## config.mk

```make
export PLATFORM = sky130hd
export DESIGN_NAME = cmp_timer_bank
export DESIGN_NICKNAME = d
export VERILOG_FILES = /design/src/rtl/tmr_pkg.sv /design/src/rtl/tmr_tick_sel.sv /design/src/rtl/tmr_channel.sv /design/src/rtl/tmr_irq_ctrl.sv /design/src/rtl/cmp_timer_bank.sv
export SDC_FILE = /design/constraint.sdc
export NUM_CORES = 1
export LEC_CHECK = 0
export BUFFER_PORTS_ARGS = -buffer_cell sky130_fd_sc_hd__buf_2
export CORE_ASPECT_RATIO = 2
export CORE_UTILIZATION = 40
export CTS_BUF_LIST = sky130_fd_sc_hd__clkbuf_2
export DETAILED_ROUTE_END_ITERATION = 10
export SLEW_MARGIN = 30
export SYNTH_ARGS = -nofsm -noshare
export SYNTH_HDL_FRONTEND = slang
export SYNTH_HIERARCHICAL = 1
export SYNTH_SLANG_ARGS = --single-unit
```

## constraint.sdc

```tcl
create_clock -name clk_i -period 2.79 [get_ports clk_i]
set_input_delay 0.558 -clock clk_i [delete_from_list [all_inputs] [get_ports clk_i]]
set_output_delay 0.558 -clock clk_i [all_outputs]
set_load 0.02 [all_outputs]
```

## src/rtl/tmr_pkg.sv

```systemverilog
package tmr_pkg;
  typedef enum logic [1:0] {
    MODE_ONCE   = 2'd0,
    MODE_REPEAT = 2'd1,
    MODE_RSVD   = 2'd2,
    MODE_FREE   = 2'd3
  } tmr_mode_e;

  // word offsets inside a 16-byte block (addr[3:2])
  localparam logic [1:0] OFF_IEN  = 2'd0;
  localparam logic [1:0] OFF_PEND = 2'd2;
  localparam logic [1:0] OFF_CTRL = 2'd0;
  localparam logic [1:0] OFF_TSEL = 2'd1;
  localparam logic [1:0] OFF_CNT  = 2'd2;
  localparam logic [1:0] OFF_CMP  = 2'd3;

  localparam int CTRL_EN_BIT   = 0;
  localparam int CTRL_CLR_BIT  = 1;
  localparam int CTRL_MODE_LSB = 4;
  localparam int TSEL_DIV_BIT  = 0;
  localparam int TSEL_SRC_BIT  = 4;
endpackage

```

## src/rtl/tmr_tick_sel.sv

```systemverilog
module tmr_tick_sel (
  input  logic clk_i,
  input  logic rst_ni,
  input  logic fast_tick_i,
  input  logic slow_tick_i,
  input  logic src_i,
  input  logic div2_i,
  input  logic run_i,
  input  logic clr_i,
  output logic adv_o
);
  logic ph_q;
  logic tick;

  assign tick  = src_i ? slow_tick_i : fast_tick_i;
  assign adv_o = run_i & tick & (~div2_i | ph_q);

  always_ff @(posedge clk_i or negedge rst_ni) begin
    if (!rst_ni)                      ph_q <= 1'b0;
    else if (clr_i)                   ph_q <= 1'b0;
    else if (run_i && tick && div2_i) ph_q <= ~ph_q;
  end


  div2_gap_chk: assert property (@(posedge clk_i) disable iff (!rst_ni)
    (adv_o && div2_i) |=> !(adv_o && div2_i));
endmodule

```

## src/rtl/tmr_channel.sv

```systemverilog
module tmr_channel import tmr_pkg::*; #(
  parameter int CNT_W  = 32,
  parameter int DATA_W = 32
) (
  input  logic              clk_i,
  input  logic              rst_ni,
  input  logic              ctrl_we_i,
  input  logic              tsel_we_i,
  input  logic              cmp_we_i,
  input  logic [DATA_W-1:0] wdata_i,
  input  logic              fast_tick_i,
  input  logic              slow_tick_i,
  output logic [DATA_W-1:0] ctrl_rd_o,
  output logic [DATA_W-1:0] tsel_rd_o,
  output logic [DATA_W-1:0] cnt_rd_o,
  output logic [DATA_W-1:0] cmp_rd_o,
  output logic              match_o
);
  logic             en_q, src_q, div_q;
  tmr_mode_e        mode_q;
  logic [CNT_W-1:0] cnt_q, cmp_q;
  logic             adv, clr;

  assign clr = ctrl_we_i & wdata_i[CTRL_CLR_BIT];

  tmr_tick_sel u_tick (
    .clk_i       (clk_i),
    .rst_ni      (rst_ni),
    .fast_tick_i (fast_tick_i),
    .slow_tick_i (slow_tick_i),
    .src_i       (src_q),
    .div2_i      (div_q),
    .run_i       (en_q & ~ctrl_we_i),
    .clr_i       (clr),
    .adv_o       (adv)
  );

  assign match_o = adv & (mode_q != MODE_FREE) & (cnt_q == cmp_q);

  always_ff @(posedge clk_i or negedge rst_ni) begin
    if (!rst_ni) begin
      en_q   <= 1'b0;
      mode_q <= MODE_ONCE;
      cnt_q  <= '0;
    end else if (ctrl_we_i) begin
      en_q   <= wdata_i[CTRL_EN_BIT];
      mode_q <= tmr_mode_e'(wdata_i[CTRL_MODE_LSB +: 2]);
      if (clr) cnt_q <= '0;
    end else if (match_o) begin
      if (mode_q == MODE_REPEAT) cnt_q <= '0;
      else                       en_q  <= 1'b0;
    end else if (adv) begin
      cnt_q <= cnt_q + 1'b1;
    end
  end

  always_ff @(posedge clk_i or negedge rst_ni) begin
    if (!rst_ni) begin
      src_q <= 1'b0;
      div_q <= 1'b0;
      cmp_q <= '0;
    end else begin
      if (tsel_we_i) begin
        src_q <= wdata_i[TSEL_SRC_BIT];
        div_q <= wdata_i[TSEL_DIV_BIT];
      end
      if (cmp_we_i) cmp_q <= wdata_i[CNT_W-1:0];
    end
  end

  always_comb begin
    ctrl_rd_o = '0;
    ctrl_rd_o[CTRL_EN_BIT] = en_q;
    ctrl_rd_o[CTRL_MODE_LSB +: 2] = mode_q;
    tsel_rd_o = '0;
    tsel_rd_o[TSEL_SRC_BIT] = src_q;
    tsel_rd_o[TSEL_DIV_BIT] = div_q;
  end
  assign cnt_rd_o = DATA_W'(cnt_q);
  assign cmp_rd_o = DATA_W'(cmp_q);


  clr_zero_chk: assert property (@(posedge clk_i) disable iff (!rst_ni)
    clr |=> cnt_q == '0);

  rpt_restart_chk: assert property (@(posedge clk_i) disable iff (!rst_ni)
    (match_o && mode_q == MODE_REPEAT && !ctrl_we_i) |=> (cnt_q == '0 && en_q));

  once_stop_chk: assert property (@(posedge clk_i) disable iff (!rst_ni)
    (match_o && mode_q != MODE_REPEAT && !ctrl_we_i) |=> (!en_q && $stable(cnt_q)));

  free_step_chk: assert property (@(posedge clk_i) disable iff (!rst_ni)
    (adv && mode_q == MODE_FREE && !ctrl_we_i) |=> cnt_q == $past(cnt_q) + 1'b1);

  wr_wins_chk: assert property (@(posedge clk_i) disable iff (!rst_ni)
    ctrl_we_i |=> en_q == $past(wdata_i[CTRL_EN_BIT]));
endmodule

```

## src/rtl/tmr_irq_ctrl.sv

```systemverilog
module tmr_irq_ctrl #(
  parameter int N_CH = 6
) (
  input  logic            clk_i,
  input  logic            rst_ni,
  input  logic            ien_we_i,
  input  logic            ack_we_i,
  input  logic [N_CH-1:0] wdata_i,
  input  logic [N_CH-1:0] match_i,
  output logic [N_CH-1:0] ien_o,
  output logic [N_CH-1:0] pend_o,
  output logic            irq_o
);
  logic [N_CH-1:0] ien_q, pend_q, ack_mask;

  assign ack_mask = ack_we_i ? wdata_i : '0;

  always_ff @(posedge clk_i or negedge rst_ni) begin
    if (!rst_ni) begin
      ien_q  <= '0;
      pend_q <= '0;
    end else begin
      if (ien_we_i) ien_q <= wdata_i;
      pend_q <= match_i | (pend_q & ~ack_mask);  // new event beats ack
    end
  end

  assign ien_o  = ien_q;
  assign pend_o = pend_q;
  assign irq_o  = |(pend_q & ien_q);


  hit_keeps_chk: assert property (@(posedge clk_i) disable iff (!rst_ni)
    (|match_i) |=> ((pend_q & $past(match_i)) == $past(match_i)));

  ack_clr_chk: assert property (@(posedge clk_i) disable iff (!rst_ni)
    ack_we_i |=> ((pend_q & $past(wdata_i & ~match_i)) == '0));

  pend_hold_chk: assert property (@(posedge clk_i) disable iff (!rst_ni)
    !ack_we_i |=> ((pend_q & $past(pend_q)) == $past(pend_q)));
endmodule

```

## src/rtl/cmp_timer_bank.sv

```systemverilog
module cmp_timer_bank import tmr_pkg::*; #(
  parameter int N_CH   = 6,
  parameter int CNT_W  = 32,
  parameter int ADDR_W = 8,
  parameter int DATA_W = 32
) (
  input  logic              clk_i,
  input  logic              rst_ni,
  input  logic [ADDR_W-1:0] addr_i,
  input  logic [DATA_W-1:0] wdata_i,
  input  logic              we_i,
  output logic [DATA_W-1:0] rdata_o,
  input  logic              fast_tick_i,
  input  logic              slow_tick_i,
  output logic              irq_o
);
  localparam int BLK_W = ADDR_W - 4;

  logic [BLK_W-1:0] blk;
  logic [1:0]       off;
  logic [N_CH-1:0]  match, ien, pend;
  logic [DATA_W-1:0] ctrl_rd [N_CH];
  logic [DATA_W-1:0] tsel_rd [N_CH];
  logic [DATA_W-1:0] cnt_rd  [N_CH];
  logic [DATA_W-1:0] cmp_rd  [N_CH];

  assign blk = addr_i[ADDR_W-1:4];
  assign off = addr_i[3:2];

  for (genvar c = 0; c < N_CH; c++) begin : g_ch
    logic sel;
    assign sel = we_i && (blk == BLK_W'(c + 1));

    tmr_channel #(.CNT_W(CNT_W), .DATA_W(DATA_W)) u_ch (
      .clk_i       (clk_i),
      .rst_ni      (rst_ni),
      .ctrl_we_i   (sel && off == OFF_CTRL),
      .tsel_we_i   (sel && off == OFF_TSEL),
      .cmp_we_i    (sel && off == OFF_CMP),
      .wdata_i     (wdata_i),
      .fast_tick_i (fast_tick_i),
      .slow_tick_i (slow_tick_i),
      .ctrl_rd_o   (ctrl_rd[c]),
      .tsel_rd_o   (tsel_rd[c]),
      .cnt_rd_o    (cnt_rd[c]),
      .cmp_rd_o    (cmp_rd[c]),
      .match_o     (match[c])
    );
  end

  tmr_irq_ctrl #(.N_CH(N_CH)) u_irq (
    .clk_i    (clk_i),
    .rst_ni   (rst_ni),
    .ien_we_i (we_i && blk == '0 && off == OFF_IEN),
    .ack_we_i (we_i && blk == '0 && off == OFF_PEND),
    .wdata_i  (wdata_i[N_CH-1:0]),
    .match_i  (match),
    .ien_o    (ien),
    .pend_o   (pend),
    .irq_o    (irq_o)
  );

  always_comb begin
    rdata_o = '0;
    if (blk == '0) begin
      case (off)
        OFF_IEN:  rdata_o = DATA_W'(ien);
        OFF_PEND: rdata_o = DATA_W'(pend);
        default:  rdata_o = '0;
      endcase
    end
    for (int c = 0; c < N_CH; c++) begin
      if (blk == BLK_W'(c + 1)) begin
        case (off)
          OFF_CTRL: rdata_o = ctrl_rd[c];
          OFF_TSEL: rdata_o = tsel_rd[c];
          OFF_CNT:  rdata_o = cnt_rd[c];
          default:  rdata_o = cmp_rd[c];
        endcase
      end
    end
  end


  irq_src_chk: assert property (@(posedge clk_i) disable iff (!rst_ni)
    (pend == '0) |-> !irq_o);
endmodule

```

==> impl_metrics.toml, run 1 <==
[worst_setup_path]
r2r_cells = 7
cp_max_fo = 2
path_buf_inv = 2
crit_path_end_kind = "output port"
path_cells = "mux4_2, a221oi_2, buf_4, nor3_2, a221o_1, buf_6"
rrSetupSlack_ps = 70
cp_top_family = "compound AO/OA/AOI/OAI gates"
path_depth = 6
crit_type = "reg -> out"
slowest_delay_ps = 530
startpoint_type = "flip-flop"
r2r-end = "g_ch[5].u_ch/cnt_rd_o[25]"
critPathRequiredTime_ps = 2230
cp.arrival_ps = 3310
cp_slowest_cell = "mux4_2"
r2r_start = "g_ch[5].u_ch/cnt_rd_o[24]"

[power]
comb_power_share = 0.354
p_leak_nw = 17.03
power_frac_clock = 0.219
p_sw_frac = 0.4013
vdd_drop_max_v = 0.0003037
internal-power_w = 0.01209
p_seq_frac = 0.427
p_sw_w = 0.008104
powerDensity_nw_per_um2 = 510.5

[timing]
max_slew_margin = 0.5015
finalHoldViolations = 0
finalCriticalPeriod_ps = 3871
tightest_slew_ps = 747.8
fmax_mhz = 258.3
min_period_over_period = 1.388
finalMaxSlewViolations = 0
fin_ws_ps = -1081
whs_ps = 134.8
setup_tns_ps = -26200
rsz0062_at_grt = "yes"
skew_ps = 136.0
final-setup-viol-count = 33

[worst_hold_path]
whs_endpoint = "g_ch[1].u_ch/cmp_rd_o[6]"
hold_start = "addr_i[6]"
min_path_type = "in -> reg"
whs_path_depth = 6

[clock_tree]
cts_tree = "built"
clockRootBuffer = "clkbuf_2"
clk_latency_ps = 1390
clockBufferDepth = 3
cts.sinks = 432
cts_htree_levels = 3
numCtsBuffers = 102
path_clk_slew_ps = 180

[cells_and_area]
multi_input_area_um2 = 20630
syn_to_final_growth_pct = 17.57
num-fill-cells = 8086
drive_gt1_frac = 0.3714
seqCellArea_um2 = 10910
post-route-util = 0.4746
final_nets = 3824

[synth]
synth_seq_cells = 432
ys.flop_type = "dfrtp_1"
netlist_area_um2 = 33640
synthTopCellsByArea = "dfrtp_1 32%, mux4_2 11%, buf_4 8.6%, mux2_2 7.4%, xnor2_1 3.3%"
yosysSeqAreaShare = 0.3213
synth_edf_count = 0
ys_top_cells_by_count = "432 x dfrtp_1, 385 x buf_4, 222 x mux2_2"
yosysTopAreaCell = "dfrtp_1"
synth.avg_cell_area_um2 = 10.19
ys_warn_count = 6
netlist-cell-type-count = 80
synth_cells = 3302
synthArstFlopShare = 1.000
yosysMostFrequentCell = "dfrtp_1"
synth_top_area_share = 0.3213

[floorplanning]
die_w_um = 207.1
coreArea_um2 = 83330
ios = 78
die_y_um = 412.1
dieArea_um2 = 85340
initial_core_util = 0.4037
placementRows = 150

[detailed_routing]
routed_wl_um = 136600
drtAntennaViolNets = 0
drc_errors = 18
via_count = 29390
drt_iter0_markers = 2239
wl_per_cell_um = 27.79
post_drt_via_cell_ratio = 5.979
dr.pass1.iters = 10

[place]
place_congestion = 1.060
dp_hpwl_um = 101500
io_buffers = 75

[grt]
grt_pass1_wl_um = 196200
grt_max_degree = 56
grt_pass1_vias = 29390
gr-total-overflow = 0
grt.total_usage = 0.3185
antenna_found_initial = 15

[flow_run]
maxCapViolations = 0

[outcome]
violations = "design-rule violations, negative setup slack"
status = "finished with violations"
==> layout by cell type (no fill, tap or decap), types with 32 or more instances in the layout <==
cell type and count:
mux2_2 222, xnor2_1 126, dfrtp_2 80, a22oi_1 40, and3_1 49, conb_1 354
a22oi_2 32, nor2_1 90, nand2_1 210, buf_12 55, buf_2 44, xor2_1 56
mux2i_1 32, o21ai_1 47, inv_1 80, buf_4 437, nor3_1 73, dlygate4sd3_1 48
clkbuf_2 147, nand4_1 103, nor4_1 41, mux4_2 169, dfrtp_1 351, a31oi_1 87
nand3_1 139
==> power groups by stage <==
stage	clock network, W	logic (W)	registers [W]
6_report	0.00443	0.00715	0.00861
5_1_grt	0.00481	0.00756	0.00871
4_1_cts	0.00454	0.00697	0.00858
3_5_place_dp	0	0.00635	0.00880
3_3_place_gp	0	0.00628	0.00874
2_1_floorplan	0	0.00452	0.00822
==> worst min-delay path: cells and delay by family <==
kind | cells | cell delay (ps)
buffers and inverters | 3 | 480
AND/OR/NAND/NOR | 2 | 210
multiplexers | 1 | 230
==> stage by stage <==
stage	cell area (um2)	power, W	cells	setup slack, ps
final	39550	0.02019	4916	-1081
after global routing	39540	0.02108	4911	-1110
after CTS	39200	0.02009	4883	-1192
after detailed placement	36620	0.01515	4604	-480.2
after global placement	36620	0.01502	4604	-492.4
after floorplan	35380	0.01274	3650	-442.0
==> final cells by class <==
cell class / instances / area share
antenna: 10 / 0.0006327
sequential: 432 / 0.2760
inverter: 87 / 0.008320
timing repair buffer: 615 / 0.1380
tap: 1064 / 0.03366
clock buffer: 147 / 0.01860
clock inverter: 26 / 0.003227
multi-input combinational: 2535 / 0.5216
==> metal layers <==
| layer | up-vias | track usage | share of wire |
|---|---|---|---|
| met3 | 507 | 0.04866 | 0.054 |
| met1 | 14820 | 0.3128 | 0.33 |
| met5 | - | 0 | 0.000088 |
| met2 | 1309 | 0.5726 | 0.51 |
| met4 | 2 | 0.3003 | 0.11 |
| li1 | 12760 | - | - |
==> worst max-delay path by stage <==
stage / from / end
after global routing: g_ch[0].u_ch/cnt_rd_o[29] / rdata_o[29]
after CTS: g_ch[0].u_ch/cnt_rd_o[29] / rdata_o[29]
after floorplan: addr_i[3] / g_ch[5].u_ch/cnt_rd_o[21]
final: g_ch[0].u_ch/cnt_rd_o[29] / rdata_o[29]
after global placement: addr_i[5] / rdata_o[4]
after detailed placement: addr_i[5] / rdata_o[4]
==> kinds of logic after synthesis <==
logic type / after synthesis / synth area share
AO/OA/AOI/OAI: 629 / 0.1382
XOR/XNOR: 192 / 0.05389
adder cells (fa/ha/maj): 6 / 0.002232
buffers and inverters: 683 / 0.1313
flip-flops: 432 / 0.3213
multiplexers: 435 / 0.2023
other: 6 / 0.0006694
AND/OR/NAND/NOR: 919 / 0.1500
==> registers in the layout, indices dropped and copies added (netlist names) <==
register and cells:
g_ch.u_ch/div_q 6, g_ch.u_ch/src_q 6, g_ch.u_ch/u_tick/ph_q 6, g_ch.u_ch/mode_q 12, g_ch.u_ch/cmp_rd_o 192, u_irq/ien_o 6
u_irq/pend_o 6, g_ch.u_ch/en_q 6, g_ch.u_ch/cnt_rd_o 192
==> timing repair <==
item | 4_1_cts | 5_1_grt
hold endpoints to repair | 671 | 0
pin swaps | 69 | 21
endpoints found under the setup margin | 33 | 51
resized for setup | 220 | 46
hold buffers | 49 | 0
buffers inserted | 66 | 24
No activity file was read; power rests on OpenSTA's default activity.
==> run 2: changes to the inputs <==
--- a/config.mk
+++ b/config.mk
@@ -7,9 +7,10 @@
 export LEC_CHECK = 0
 export BUFFER_PORTS_ARGS = -buffer_cell sky130_fd_sc_hd__buf_2
 export CORE_ASPECT_RATIO = 2
-export CORE_UTILIZATION = 40
+export CORE_UTILIZATION = 55
 export CTS_BUF_LIST = sky130_fd_sc_hd__clkbuf_2
 export DETAILED_ROUTE_END_ITERATION = 10
+export PLACE_DENSITY = 0.71
 export SLEW_MARGIN = 30
 export SYNTH_ARGS = -nofsm -noshare
 export SYNTH_HDL_FRONTEND = slang
==> run 2 against run 1 <==
The flow finishes with violations (negative setup slack). Cell area fell by 0.97%. Largest cell class unchanged. Sequential power barely moved. Clock power barely moved.
==> impl_metrics.toml, run 2 (synthesis gave the netlist of run 1 again) <==
[outcome]
status = "finished with violations"
violations = "negative setup slack"

[cells_and_area]
final_cell_area_um2 = 39170
final_nets = 3843
final_common_cell = "buf_4"
post-route-util = 0.6503
num-fill-cells = 4913
drive_gt1_frac = 0.3695
syn_to_final_growth_pct = 16.42
final_cells = 4652
layout_common_cells = "466 x buf_4, 367 x dfrtp_1, 354 x conb_1, 222 x mux2_2, 209 x nand2_1"

[timing]
finalCriticalPeriod_ps = 3846
finalHoldViolations = 0
fin_ws_ps = -1056
tightest_slew_ps = 725.7
finalMaxSlewViolations = 0
final-setup-viol-count = 33
rsz0062_at_grt = "yes"
min_period_over_period = 1.379
max_slew_margin = 0.5162
fmax_mhz = 260.0
skew_ps = 69.10

[grt]
grt_max_degree = 62
grt_pass1_vias = 30900
grt.total_usage = 0.4455
antenna_found_initial = 14
gr-total-overflow = 0
grt_pass1_wl_um = 198500

[clock_tree]
cts.sinks = 432
cts_tree = "built"
clockBufferDepth = 3
clockRootBuffer = "clkbuf_2"
path_clk_slew_ps = 120
cts_htree_levels = 3
clk_latency_ps = 1300
numCtsBuffers = 104

[detailed_routing]
drtAntennaViolNets = 0
routed_wl_um = 136100
post_drt_via_cell_ratio = 6.539
dr.pass1.iters = 6
drt_iter0_markers = 2863
wl_per_cell_um = 29.25
via_count = 30420
drc_errors = 0

[power]
p_leak_nw = 17.10
comb_power_share = 0.359
powerDensity_nw_per_um2 = 519.2
p_seq_frac = 0.423
p_total_w = 0.02034
internal-power_w = 0.01216
power_frac_clock = 0.218
vdd_drop_max_v = 0.0003480
p_sw_w = 0.008177
p_sw_frac = 0.4021

[floorplanning]
dieArea_um2 = 62220
coreArea_um2 = 60220
initial_core_util = 0.5586
die_y_um = 351.8
die_w_um = 176.9
ios = 78
placementRows = 127

[worst_setup_path]
cp.arrival_ps = 3290
startpoint_type = "flip-flop"
crit_path_end_kind = "output port"
cp_max_fo = 2
crit_type = "reg -> out"
critPathRequiredTime_ps = 2230

[place]
place_inst = 4345
pre_cts_slack_ps = -479.0
place_congestion = 1.064
placed_area_um2 = 36410
io_buffers = 75
dp_hpwl_um = 98460

[flow_run]
maxCapViolations = 0

[worst_hold_path]
min_path_type = "in -> reg"
==> run 2: cell types whose count changed in the layout (fill, tap and decap cells not counted), sizes merged <==
cell,change
buf,+24
clkinv,+11
inv,-2
clkbuf,+2
diode,-2
dlygate4sd3,-7
==> run 2: cell type report <==
cell class                      count  area [um2]  share of cell area
Clock buffer                      149       745.7             0.01904
Timing Repair Buffer              632        5494              0.1403
Sequential cell                   432       10890              0.2781
Tap cell                          774       968.4             0.02473
Clock inverter                     35       166.4            0.004249
Antenna cell                        8       20.02           0.0005111
Multi-Input combinational cell   2535       20550              0.5247
Inverter                           87       329.1            0.008402
==> run 2: repair_timing <==
item | 4_1_cts | 5_1_grt
setup buffers | 50 | 30
hold buffers | 42 | 0
hold endpoints to repair | 668 | 0
pin swaps | 60 | 36
resized for setup | 201 | 31
endpoints found under the setup margin | 33 | 36
==> run 2: through the flow <==
stage	TNS, ps	hold slack, ps
floorplan	-39740	262.4
global placement	-58240	485.9
detailed placement	-59860	499.5
CTS	-27020	18.26
global route	-27610	102.8
finish	-25220	99.41
==> run 2: power groups by stage <==
stage | Sequential, W | Combinational (W) | Clock (W)
final | 0.00860 | 0.00730 | 0.00443
after detailed placement | 0.00872 | 0.00646 | 0
after CTS | 0.00853 | 0.00702 | 0.00449
after floorplan | 0.00822 | 0.00452 | 0
after global placement | 0.00866 | 0.00629 | 0
after global routing | 0.00870 | 0.00768 | 0.00480
==> run 2: worst paths after layout <==
| kind | from | to | slack [ps] | cells after the start |
|---|---|---|---|---|
| max | g_ch[0].u_ch/cnt_rd_o[29] | rdata_o[29] | -1060 | 6 |
| min | addr_i[2] | u_irq/ien_o[1] | 100 | 6 |
| max reg2reg | g_ch[3].u_ch/cnt_rd_o[1] | g_ch[3].u_ch/cnt_rd_o[18] | 150 | 8 |
| min reg2reg | g_ch[2].u_ch/cmp_rd_o[20] | g_ch[2].u_ch/cmp_rd_o[20] | 550 | 1 |
| max in group asynchronous | rst_ni | g_ch[5].u_ch/cnt_rd_o[16] | 1710 | 4 |
| min in group asynchronous | rst_ni | g_ch[2].u_ch/cmp_rd_o[2] | 630 | 4 |
==> run 2: worst max-delay path, cell delays in order (launching register included) <==
cell and delay [ps]:
dfrtp_1 450, mux4_2 560, a221oi_2 270, buf_4 160
nor3_2 50, a221o_1 360, buf_6 170
==> run 2: layer usage <==
layer	track usage	routed length, um	share of wire
met1	0.4605	42820	0.31
met2	0.7478	66010	0.49
met3	0.09390	11590	0.085
met4	0.4154	15570	0.11
met5	0	99	0.00073
